<file path="src/rtl/qdac_pkg.sv">
`timescale 1ns/1ps
package qdac_pkg;

  localparam int CTRL_W = 2;

  typedef enum logic [CTRL_W-1:0] {
    OP_STAGE      = 2'b00,
    OP_STAGE_MOVE = 2'b01,
    OP_MOVE       = 2'b10,
    OP_EDGE_SEL   = 2'b11
  } qdac_op_e;

  // operation writes the staging register of the addressed channel
  function automatic logic op_stages(qdac_op_e op);
    return (op == OP_STAGE) || (op == OP_STAGE_MOVE);
  endfunction

  // operation copies every staging register to its output register
  function automatic logic op_moves(qdac_op_e op);
    return (op == OP_STAGE_MOVE) || (op == OP_MOVE);
  endfunction

  // operation reprograms the serial-output edge
  function automatic logic op_edge(qdac_op_e op);
    return op == OP_EDGE_SEL;
  endfunction

  function automatic logic edge_up(logic cur, logic prev);
    return cur & ~prev;
  endfunction

  function automatic logic edge_down(logic cur, logic prev);
    return ~cur & prev;
  endfunction

endpackage

</file>
<file path="src/rtl/qdac_sync.sv">
`timescale 1ns/1ps
module qdac_sync #(
  parameter int              WIDTH   = 1,
  parameter int              STAGES  = 2,
  parameter logic [WIDTH-1:0] RST_VAL = '0
) (
  input  logic             clk,
  input  logic             rst_n,
  input  logic [WIDTH-1:0] d_i,
  output logic [WIDTH-1:0] q_o
);

  logic [STAGES-1:0][WIDTH-1:0] chain_q;

  always_ff @(posedge clk or negedge rst_n) begin
    if (!rst_n) begin
      chain_q <= {STAGES{RST_VAL}};
    end else begin
      chain_q[0] <= d_i;
      for (int i = 1; i < STAGES; i++) begin
        chain_q[i] <= chain_q[i-1];
      end
    end
  end

  assign q_o = chain_q[STAGES-1];

endmodule

</file>
<file path="src/rtl/qdac_shifter.sv">
`timescale 1ns/1ps
module qdac_shifter #(
  parameter int FRAME_W = 12
) (
  input  logic               clk,
  input  logic               rst_n,
  input  logic               shift_en_i,
  input  logic               fall_en_i,
  input  logic               din_i,
  input  logic               rise_mode_i,
  output logic [FRAME_W-1:0] frame_o,
  output logic               dout_o
);

  logic [FRAME_W-1:0] frame_q;
  logic               pend_q;
  logic               dout_q;
  logic               oldest;

  assign oldest = frame_q[FRAME_W-1];

  always_ff @(posedge clk or negedge rst_n) begin
    if (!rst_n) begin
      frame_q <= '0;
      pend_q  <= 1'b0;
      dout_q  <= 1'b0;
    end else if (shift_en_i) begin
      frame_q <= {frame_q[FRAME_W-2:0], din_i};
      pend_q  <= oldest;
      if (rise_mode_i) begin
        dout_q <= oldest;
      end
    end else if (fall_en_i && !rise_mode_i) begin
      dout_q <= pend_q;
    end
  end

  assign frame_o = frame_q;
  assign dout_o  = dout_q;

endmodule

</file>
<file path="src/rtl/qdac_latches.sv">
`timescale 1ns/1ps
module qdac_latches
  import qdac_pkg::*;
#(
  parameter int NUM_CH = 4,
  parameter int DATA_W = 8,
  parameter int ADDR_W = 2
) (
  input  logic                           clk,
  input  logic                           rst_n,
  input  logic                           clear_i,
  input  logic                           load_i,
  input  logic                           exec_i,
  input  qdac_op_e                       op_i,
  input  logic [ADDR_W-1:0]              addr_i,
  input  logic [DATA_W-1:0]              data_i,
  output logic [NUM_CH-1:0][DATA_W-1:0]  in_code_o,
  output logic [NUM_CH-1:0][DATA_W-1:0]  out_code_o
);

  logic move_all;
  assign move_all = exec_i && op_moves(op_i);

  for (genvar g = 0; g < NUM_CH; g++) begin : g_ch
    logic [DATA_W-1:0] stage_q;
    logic [DATA_W-1:0] hold_q;
    logic              hit;
    logic              wr;

    assign hit = exec_i && (addr_i == ADDR_W'(g));
    assign wr  = hit && op_stages(op_i);

    always_ff @(posedge clk or negedge rst_n) begin
      if (!rst_n) begin
        stage_q <= '0;
        hold_q  <= '0;
      end else if (clear_i) begin
        stage_q <= '0;
        hold_q  <= '0;
      end else begin
        if (wr) begin
          stage_q <= data_i;
        end
        if (load_i) begin
          hold_q <= stage_q;
        end else if (move_all) begin
          hold_q <= wr ? data_i : stage_q;
        end
      end
    end

    assign in_code_o[g]  = stage_q;
    assign out_code_o[g] = hold_q;
  end

endmodule

</file>
<file path="src/rtl/quad_dac_serial_ctrl.sv">
`timescale 1ns/1ps
module quad_dac_serial_ctrl
  import qdac_pkg::*;
#(
  parameter int NUM_CH      = 4,
  parameter int DATA_W      = 8,
  parameter int SYNC_STAGES = 2
) (
  input  logic                          clk,
  input  logic                          rst_n,
  input  logic                          sclk,
  input  logic                          cs_n,
  input  logic                          din,
  input  logic                          load_n,
  input  logic                          clear_n,
  output logic                          dout,
  output logic [NUM_CH-1:0][DATA_W-1:0] dac_code
);

  localparam int ADDR_W  = (NUM_CH > 1) ? $clog2(NUM_CH) : 1;
  localparam int FRAME_W = ADDR_W + CTRL_W + DATA_W;
  localparam int PIN_W   = 5;
  // pin order in the synchronizer: {din, clear_n, load_n, cs_n, sclk}
  localparam logic [PIN_W-1:0] PIN_IDLE = 5'b01110;

  logic [PIN_W-1:0] pins_s;
  logic             sclk_s, cs_low, din_s, load_act, clear_act;
  logic             sclk_prev_q, cs_low_prev_q;
  logic             sclk_rise, sclk_fall, cs_rise;
  logic             rise_mode;
  logic [FRAME_W-1:0] frame;
  logic [NUM_CH-1:0][DATA_W-1:0] in_code;
  logic [ADDR_W-1:0] cmd_addr;
  qdac_op_e          cmd_op;
  logic [DATA_W-1:0] cmd_data;

  qdac_sync #(
    .WIDTH   (PIN_W),
    .STAGES  (SYNC_STAGES),
    .RST_VAL (PIN_IDLE)
  ) u_sync (
    .clk   (clk),
    .rst_n (rst_n),
    .d_i   ({din, clear_n, load_n, cs_n, sclk}),
    .q_o   (pins_s)
  );

  assign sclk_s    = pins_s[0];
  assign cs_low    = ~pins_s[1];
  assign load_act  = ~pins_s[2];
  assign clear_act = ~pins_s[3];
  assign din_s     = pins_s[4];

  always_ff @(posedge clk or negedge rst_n) begin
    if (!rst_n) begin
      sclk_prev_q   <= 1'b0;
      cs_low_prev_q <= 1'b0;
    end else begin
      sclk_prev_q   <= sclk_s;
      cs_low_prev_q <= cs_low;
    end
  end

  assign sclk_rise = edge_up(sclk_s, sclk_prev_q);
  assign sclk_fall = edge_down(sclk_s, sclk_prev_q);
  assign cs_rise   = edge_down(cs_low, cs_low_prev_q);

  qdac_shifter #(
    .FRAME_W (FRAME_W)
  ) u_shift (
    .clk         (clk),
    .rst_n       (rst_n),
    .shift_en_i  (sclk_rise && cs_low),
    .fall_en_i   (sclk_fall && cs_low),
    .din_i       (din_s),
    .rise_mode_i (rise_mode),
    .frame_o     (frame),
    .dout_o      (dout)
  );

  assign cmd_addr = frame[FRAME_W-1 -: ADDR_W];
  assign cmd_op   = qdac_op_e'(frame[DATA_W +: CTRL_W]);
  assign cmd_data = frame[DATA_W-1:0];

  always_ff @(posedge clk or negedge rst_n) begin
    if (!rst_n) begin
      rise_mode <= 1'b1;
    end else if (cs_rise && op_edge(cmd_op)) begin
      rise_mode <= cmd_data[0];
    end
  end

  qdac_latches #(
    .NUM_CH (NUM_CH),
    .DATA_W (DATA_W),
    .ADDR_W (ADDR_W)
  ) u_lat (
    .clk        (clk),
    .rst_n      (rst_n),
    .clear_i    (clear_act),
    .load_i     (load_act),
    .exec_i     (cs_rise),
    .op_i       (cmd_op),
    .addr_i     (cmd_addr),
    .data_i     (cmd_data),
    .in_code_o  (in_code),
    .out_code_o (dac_code)
  );

endmodule

</file>
<file path="config.mk">
export PLATFORM = sky130hd
export DESIGN_NAME = quad_dac_serial_ctrl
export DESIGN_NICKNAME = d
export VERILOG_FILES = /design/src/rtl/qdac_pkg.sv /design/src/rtl/qdac_sync.sv /design/src/rtl/qdac_shifter.sv /design/src/rtl/qdac_latches.sv /design/src/rtl/quad_dac_serial_ctrl.sv
export SDC_FILE = /design/constraint.sdc
export NUM_CORES = 1
export LEC_CHECK = 0
export ABC_AREA = 1
export BUFFER_PORTS_ARGS = -buffer_cell sky130_fd_sc_hd__buf_2
export CORE_ASPECT_RATIO = 0.7
export CORE_MARGIN = 3
export CORE_UTILIZATION = 58
export CTS_CLUSTER_SIZE = 30
export DETAILED_ROUTE_END_ITERATION = 10
export GPL_TIMING_DRIVEN = 0
export PLACE_DENSITY = 0.78
export SLEW_MARGIN = 30
export SYNTH_ARGS = -nofsm -noshare
export SYNTH_HDL_FRONTEND = slang
export SYNTH_SLANG_ARGS = --single-unit
</file>
<file path="constraint.sdc">
create_clock -name clk -period 1.9 [get_ports clk]
set_input_delay 0.19 -clock clk [delete_from_list [all_inputs] [get_ports clk]]
set_output_delay 0.19 -clock clk [all_outputs]
set_load 0.01 [all_outputs]
</file>
==> results of run 1 <==
flip-flops by register name (all words and copies together), names as in the netlist:
| name | cells |
|---|---|
| u_sync.q_o | 5 |
| u_lat.g_ch.stage_q | 32 |
| u_shift.pend_q | 1 |
| u_shift.frame_o | 12 |
| u_sync.chain_q | 5 |
| sclk_prev_q | 1 |
| u_lat.g_ch.hold_q | 32 |
| rise_mode | 1 |
| cs_low_prev_q | 1 |
| u_shift.dout_o | 1 |
final cells by class:
| class | instances | area [um^2] |
|---|---|---|
| clock buffers | 10 | 128 |
| inverters | 14 | 57.6 |
| plain buffers | 21 | 116 |
| repair buffers | 46 | 289 |
| flip-flops and latches | 91 | 2290 |
| multi-input cells | 338 | 1570 |
| well taps | 91 | 114 |
| fillers | 529 | 1850 |
| clock inverters | 6 | 72.6 |
report_power, final:
part	leakage (nW)	switching [mW]	internal (mW)
clock network	0.0975	0.704	0.623
registers	1.20	0.246	2.13
logic	1.08	0.454	0.259
total	2.37	1.40	3.01
worst paths after layout:
path                                         start                      end  slack (ps)  depth (start not counted)
worst max-delay path            u_shift.frame_o[8]  u_lat.g_ch[0].hold_q[0]         200                         10
worst min-delay path                         rst_n  u_lat.g_ch[3].hold_q[3]         270                          2
worst min register to register   u_sync.chain_q[4]            u_sync.q_o[4]         350                          0
max in group asynchronous                    rst_n            u_sync.q_o[3]        1000                          3
worst max register to register  u_shift.frame_o[8]  u_lat.g_ch[0].hold_q[0]         200                         10
min in group clk                 u_sync.chain_q[4]            u_sync.q_o[4]         350                          0
kinds of logic after synthesis:
family                     count (synthesis)
DFF                                       91
adders and majority gates                  3
and+or+nand+nor                          287
muxes                                      6
AOI/OAI and AO/OA                         42
buffers and inverters                     35
layout by cell type (no fill, tap or decap), types with 2 or more instances in the layout:
cell type,n
inv_1,11
mux2_2,6
dfstp_2,7
clkinv_4,3
nor2_1,68
nor2_4,4
nand2_4,2
clkbuf_1,6
nand2_1,140
a21oi_1,34
inv_6,2
buf_2,47
clkbuf_8,9
clkbuf_4,3
nand3_4,3
inv_2,2
nand2_2,3
buf_4,4
ha_1,3
nand3_1,66
dfrtp_1,84
o21ai_0,8
dlygate4sd3_1,6
metal layers:
layer,vias to the layer above,share of wire
li1,1608,-
met1,1584,0.45
met2,140,0.46
met3,25,0.069
met4,0,0.019
met5,-,0
timing repair:
item / 4_1_cts / 5_1_grt
hold buffers: 6 / 0
hold endpoints to repair: 35 / 0
resized for setup: 0 / 0
per-stage QoR:
stage / hold WS (ps) / cell area (um^2) / worst slack, ps / power, mW
2_1_floorplan: -106 / 4030 / 430 / 2.80
3_3_place_gp: 294 / 4340 / -178 / 3.06
3_5_place_dp: 87.9 / 4370 / 217 / 3.10
4_1_cts: 275 / 4630 / 207 / 4.43
5_1_grt: 289 / 4630 / 32.7 / 4.63
6_report: 273 / 4630 / 196 / 4.42
==> impl_metrics.json, run 1 <==
{
  "synth.distinct_cells": 21,
  "routed_via_density": 5.44,
  "totalWireLength_um": 9010,
  "period_minus_slack_ps": 1700,
  "setup_violations": 0,
  "drtAntennaViolNets": 0,
  "fin_skew_ps": 11.5,
  "tritoncts": "yes",
  "ys_ff_latch": 91,
  "firstDrtPassIters": 5,
  "cp.required_ps": 2150,
  "clk_pin_slew_worst_paths_ps": 90,
  "grtUsageTotal": 0.246,
  "cts_num_sinks": 91,
  "yosys-top-cells-area": "dfrtp_1, nand2_1, nand3_1",
  "cp.arrival_ps": 1960,
  "synth_top_area_cell": "dfrtp_1",
  "dp_hpwl_um": 6220,
  "area_growth_pct": 15.0,
  "grt_use_met1": 0.339,
  "synth_warnings": 0,
  "cts_buffer_depth": 2,
  "initialDrtViolationCount": 345,
  "synth_top_family_by_area": "simple AND/OR/NAND/NOR gates",
  "drive_gt1_frac": 0.190,
  "post_cts_buffers": 0,
  "synth.top_cell.area_share": 0.521,
  "tightest_slew_ps": 544,
  "worst-setup-path-type": "register to register",
  "crit_chain": "inv_1 -> ha_1 -> inv_1 -> nand2_2 -> buf_2 -> nand3_4 -> nand2_1 -> nand3_1 -> nand2_1 -> nand2_1",
  "grt_pass1_wl_um": 15300,
  "rsz0062_at_grt": "false",
  "synth_commonest_cells": "nand2_1, dfrtp_1, nor2_1, nand3_1, a21oi_1",
  "report.final.slew_viol_count": 0,
  "async_flop_share": 1.00,
  "fin_cells": 617,
  "crit_path_max_fanout": 10,
  "path_buf_inv": 3,
  "drc_errors": 0,
  "die_height_um": 75.8,
  "period_share": 0.897,
  "use_met3": 0.0601,
  "cts_buffers": 9,
  "synthMuxAreaShare": 0.0168,
  "synthAdderAreaFrac": 0.00931,
  "critPathSlowestCell": "dfrtp_1",
  "crit_top_cell": "nand2_1",
  "postSynthCellCount": 464,
  "gp_congestion": 0.861,
  "synth-simple-area-share": 0.312,
  "grt_max_degree": 62,
  "rows": 24,
  "power-per-cell-area_nw_per_um2": 953,
  "synth_most_common_cell": "nand2_1",
  "synth.avg_cell_area_um2": 8.69,
  "synth_area_um2": 4030,
  "cpPeakStageDelay_ps": 410,
  "dp_cells": 595,
  "die_w_um": 106,
  "critPathCaptureType": "register",
  "syn_nets": 474,
  "p_leak_nw": 2.37,
  "die_area_um2": 8000,
  "status": "completed",
  "finalSetupTns_ps": 0,
  "clk_latency_ps": 360,
  "max_freq_ghz": 0.587,
  "peakVddDrop_mv": 0.661,
  "synth_edf_count": 0,
  "relSlewSlack": 0.638,
  "cpLargestDelayFamily": "simple AND/OR/NAND/NOR gates",
  "finalHoldViolations": 0,
  "num_vias": 3357,
  "maxCapViolCount": 0,
  "n_antenna_cell": 0,
  "fin_util": 0.715,
  "ys_seq_area_frac": 0.567,
  "wl_per_cell_um": 14.6,
  "grt_remaining_overflow": 0,
  "core_um2": 6490,
  "start_kind": "register",
  "synth_xor_area_frac": 0,
  "htree_num_levels": 3,
  "antenna_found_initial": 0,
  "grt_busiest_layer": "met2",
  "grt_pass1_vias": 3242,
  "port_buffers": 39,
  "synth_compound_area_frac": 0.0521,
  "hp-class": "input port to async pin",
  "cts-root-buf": "clkbuf_8",
  "grtUsageMet2": 0.393,
  "synthFlopType": "dfrtp_1",
  "final_nets": 531,
  "start_util": 0.622,
  "ioPinCount": 40
}
No activity file was read; power rests on OpenSTA's default activity.
==> inputs of run 2 (changes only) <==
--- a/config.mk
+++ b/config.mk
@@ -14,5 +14,5 @@
 export DETAILED_ROUTE_END_ITERATION = 10
 export GPL_TIMING_DRIVEN = 0
-export PLACE_DENSITY = 0.78
+export PLACE_DENSITY = 0.76
 export SLEW_MARGIN = 30
 export SYNTH_ARGS = -nofsm -noshare
==> constraint.sdc (replaced) <==
create_clock -name clk -period 1.8 [get_ports clk]
set_input_delay 0.09 -clock clk [delete_from_list [all_inputs] [get_ports clk]]
set_output_delay 0.09 -clock clk [all_outputs]
set_load 0.01 [all_outputs]
==> impl_metrics.json, run 2 (synthesis gave the netlist of run 1 again) <==
{
  "final_nets": 531,
  "peakVddDrop_mv": 0.784,
  "period_share": 0.917,
  "grtUsageTotal": 0.248,
  "firstDrtPassIters": 5,
  "p_int_mw": 3.35,
  "drtAntennaViolNets": 0,
  "grt_pass1_vias": 3167,
  "routed_via_density": 5.37,
  "start_kind": "register",
  "die_height_um": 75.8,
  "cts_num_sinks": 91,
  "drc_errors": 0,
  "post_cts_buffers": 0,
  "n_fill_cell": 537,
  "report.final.slew_viol_count": 0,
  "initialDrtViolationCount": 262,
  "die_area_um2": 8000,
  "num_vias": 3312,
  "cts_buffers": 9,
  "htree_num_levels": 3,
  "final_common_cell": "nand2_1",
  "drive_gt1_frac": 0.192,
  "grt_busiest_layer": "met2",
  "setup_violations": 0,
  "cpPeakStageDelay_ps": 540,
  "hp-class": "input port to async pin",
  "worst-setup-path-type": "register to register",
  "rrSetupSlack_ps": 150,
  "pwr-share-seq": 0.522,
  "grt_pass1_wl_um": 15200,
  "totalWireLength_um": 9150,
  "final_cell_mix": "nand2_1, dfrtp_1, nor2_1",
  "switching_share": 0.306,
  "port_buffers": 39,
  "die_w_um": 106,
  "p_leak_nw": 2.39,
  "ioPinCount": 40,
  "rows": 24,
  "fin_skew_ps": 12.6,
  "crit_chain": "buf_4 -> clkbuf_1 -> nor2_1 -> nor2_1 -> nand2_1 -> nand2_1",
  "maxCapViolCount": 0,
  "max_freq_ghz": 0.606,
  "core_um2": 6490,
  "clk_latency_ps": 370,
  "relSlewSlack": 0.620,
  "cp.arrival_ps": 1970,
  "power_switching_mw": 1.48,
  "n_antenna_cell": 0,
  "grt_remaining_overflow": 0,
  "path_buf_inv": 2,
  "wl_per_cell_um": 14.8,
  "crit_path_max_fanout": 10,
  "worst_slack_ps": 150,
  "fin_util": 0.719,
  "rsz0062_at_grt": "false",
  "grtUsageMet2": 0.406,
  "grt_use_met1": 0.333,
  "power-per-cell-area_nw_per_um2": 1030,
  "cp.required_ps": 2120,
  "cpLargestDelayFamily": "buffers and inverters",
  "pre_cts_ws_ps": 121,
  "period_minus_slack_ps": 1650,
  "finalHoldViolations": 0,
  "gp_congestion": 0.851,
  "use_met3": 0.0686,
  "power_frac_comb": 0.158,
  "tightest_slew_ps": 569,
  "grt_max_degree": 51,
  "cts_buffer_depth": 2,
  "p_total_mw": 4.83,
  "tritoncts": "yes",
  "critPathCaptureType": "register",
  "area_growth_pct": 15.7,
  "clk_pin_slew_worst_paths_ps": 100,
  "dp_hpwl_um": 6240,
  "clockPowerShare": 0.321,
  "status": "completed",
  "cts-root-buf": "clkbuf_8",
  "start_util": 0.622,
  "critPathSlowestCell": "dfstp_2",
  "antenna_found_initial": 0
}
[run 2: cell count changes in the layout (fill, tap and decap cells not counted)]
| cell | delta |
|---|---|
| clkinv_2 | +2 |
| buf_6 | +1 |
| bufinv_16 | +1 |
| clkinv_4 | -1 |
| clkbuf_1 | -1 |
| inv_6 | -1 |
| clkbuf_8 | +1 |
| clkinvlp_4 | -1 |
| buf_2 | -1 |
[run 2: per-layer routing]
metal  vias to the layer above  wire [um]
li1                       1610          -
met1                      1567       4200
met2                       117       4190
met3                        18        619
met4                         0        136
met5                         -          0
[run 2: path summary, 6_finish.rpt]
check | from | to | cells after the start
hold / removal | rst_n | u_lat.g_ch[1].hold_q[4] | 2
setup reg to reg | u_sync.q_o[2] | u_lat.g_ch[2].hold_q[0] | 6
hold reg to reg | u_sync.chain_q[4] | u_sync.q_o[4] | 0
setup / recovery | u_sync.q_o[2] | u_lat.g_ch[2].hold_q[0] | 6
min in group clk | u_sync.chain_q[4] | u_sync.q_o[4] | 0
max in group asynchronous | rst_n | u_sync.chain_q[2] | 3
[run 2: timing repair]
item / 4_1_cts / 5_1_grt
setup endpoints to repair: 0 / 9
gates resized for setup: 0 / 3
hold buffers: 6 / 0
endpoints found under the hold margin: 46 / 0
[run 2: power by group through the flow]
| stage | registers [mW] | logic [mW] | clock network, mW |
|---|---|---|---|
| detailed placement | 2.54 | 0.745 | 0 |
| global placement | 2.53 | 0.713 | 0 |
| CTS | 2.51 | 0.757 | 1.57 |
| floorplan | 2.47 | 0.486 | 0 |
| finish | 2.52 | 0.761 | 1.55 |
| global route | 2.54 | 0.857 | 1.66 |
[run 2: final cells by class]
cell class / count / area (um^2) / share of cell area
sequential: 91 / 2290 / 0.490
multi-input combinational: 338 / 1570 / 0.337
timing repair buffer: 46 / 289 / 0.0619
clock buffer: 10 / 138 / 0.0295
buffer: 21 / 123 / 0.0263
tap: 91 / 114 / 0.0244
clock inverter: 6 / 87.6 / 0.0188
inverter: 14 / 57.6 / 0.0123
[run 2: stage by stage]
step	hold WS, ps	instances	area (um^2)	setup TNS, ps
2_1_floorplan	-206	464	4030	0
3_3_place_gp	194	594	4340	-13590
3_5_place_dp	33.2	595	4370	0
4_1_cts	217	617	4660	0
5_1_grt	246	617	4670	0
6_report	223	617	4670	0
[run 2: worst reg2reg max path, stage by stage (launching register included)]
cell and delay (ps):
dfstp_2 540, buf_4 170, clkbuf_1 470, nor2_1 120, nor2_1 150, nand2_1 90
nand2_1 60
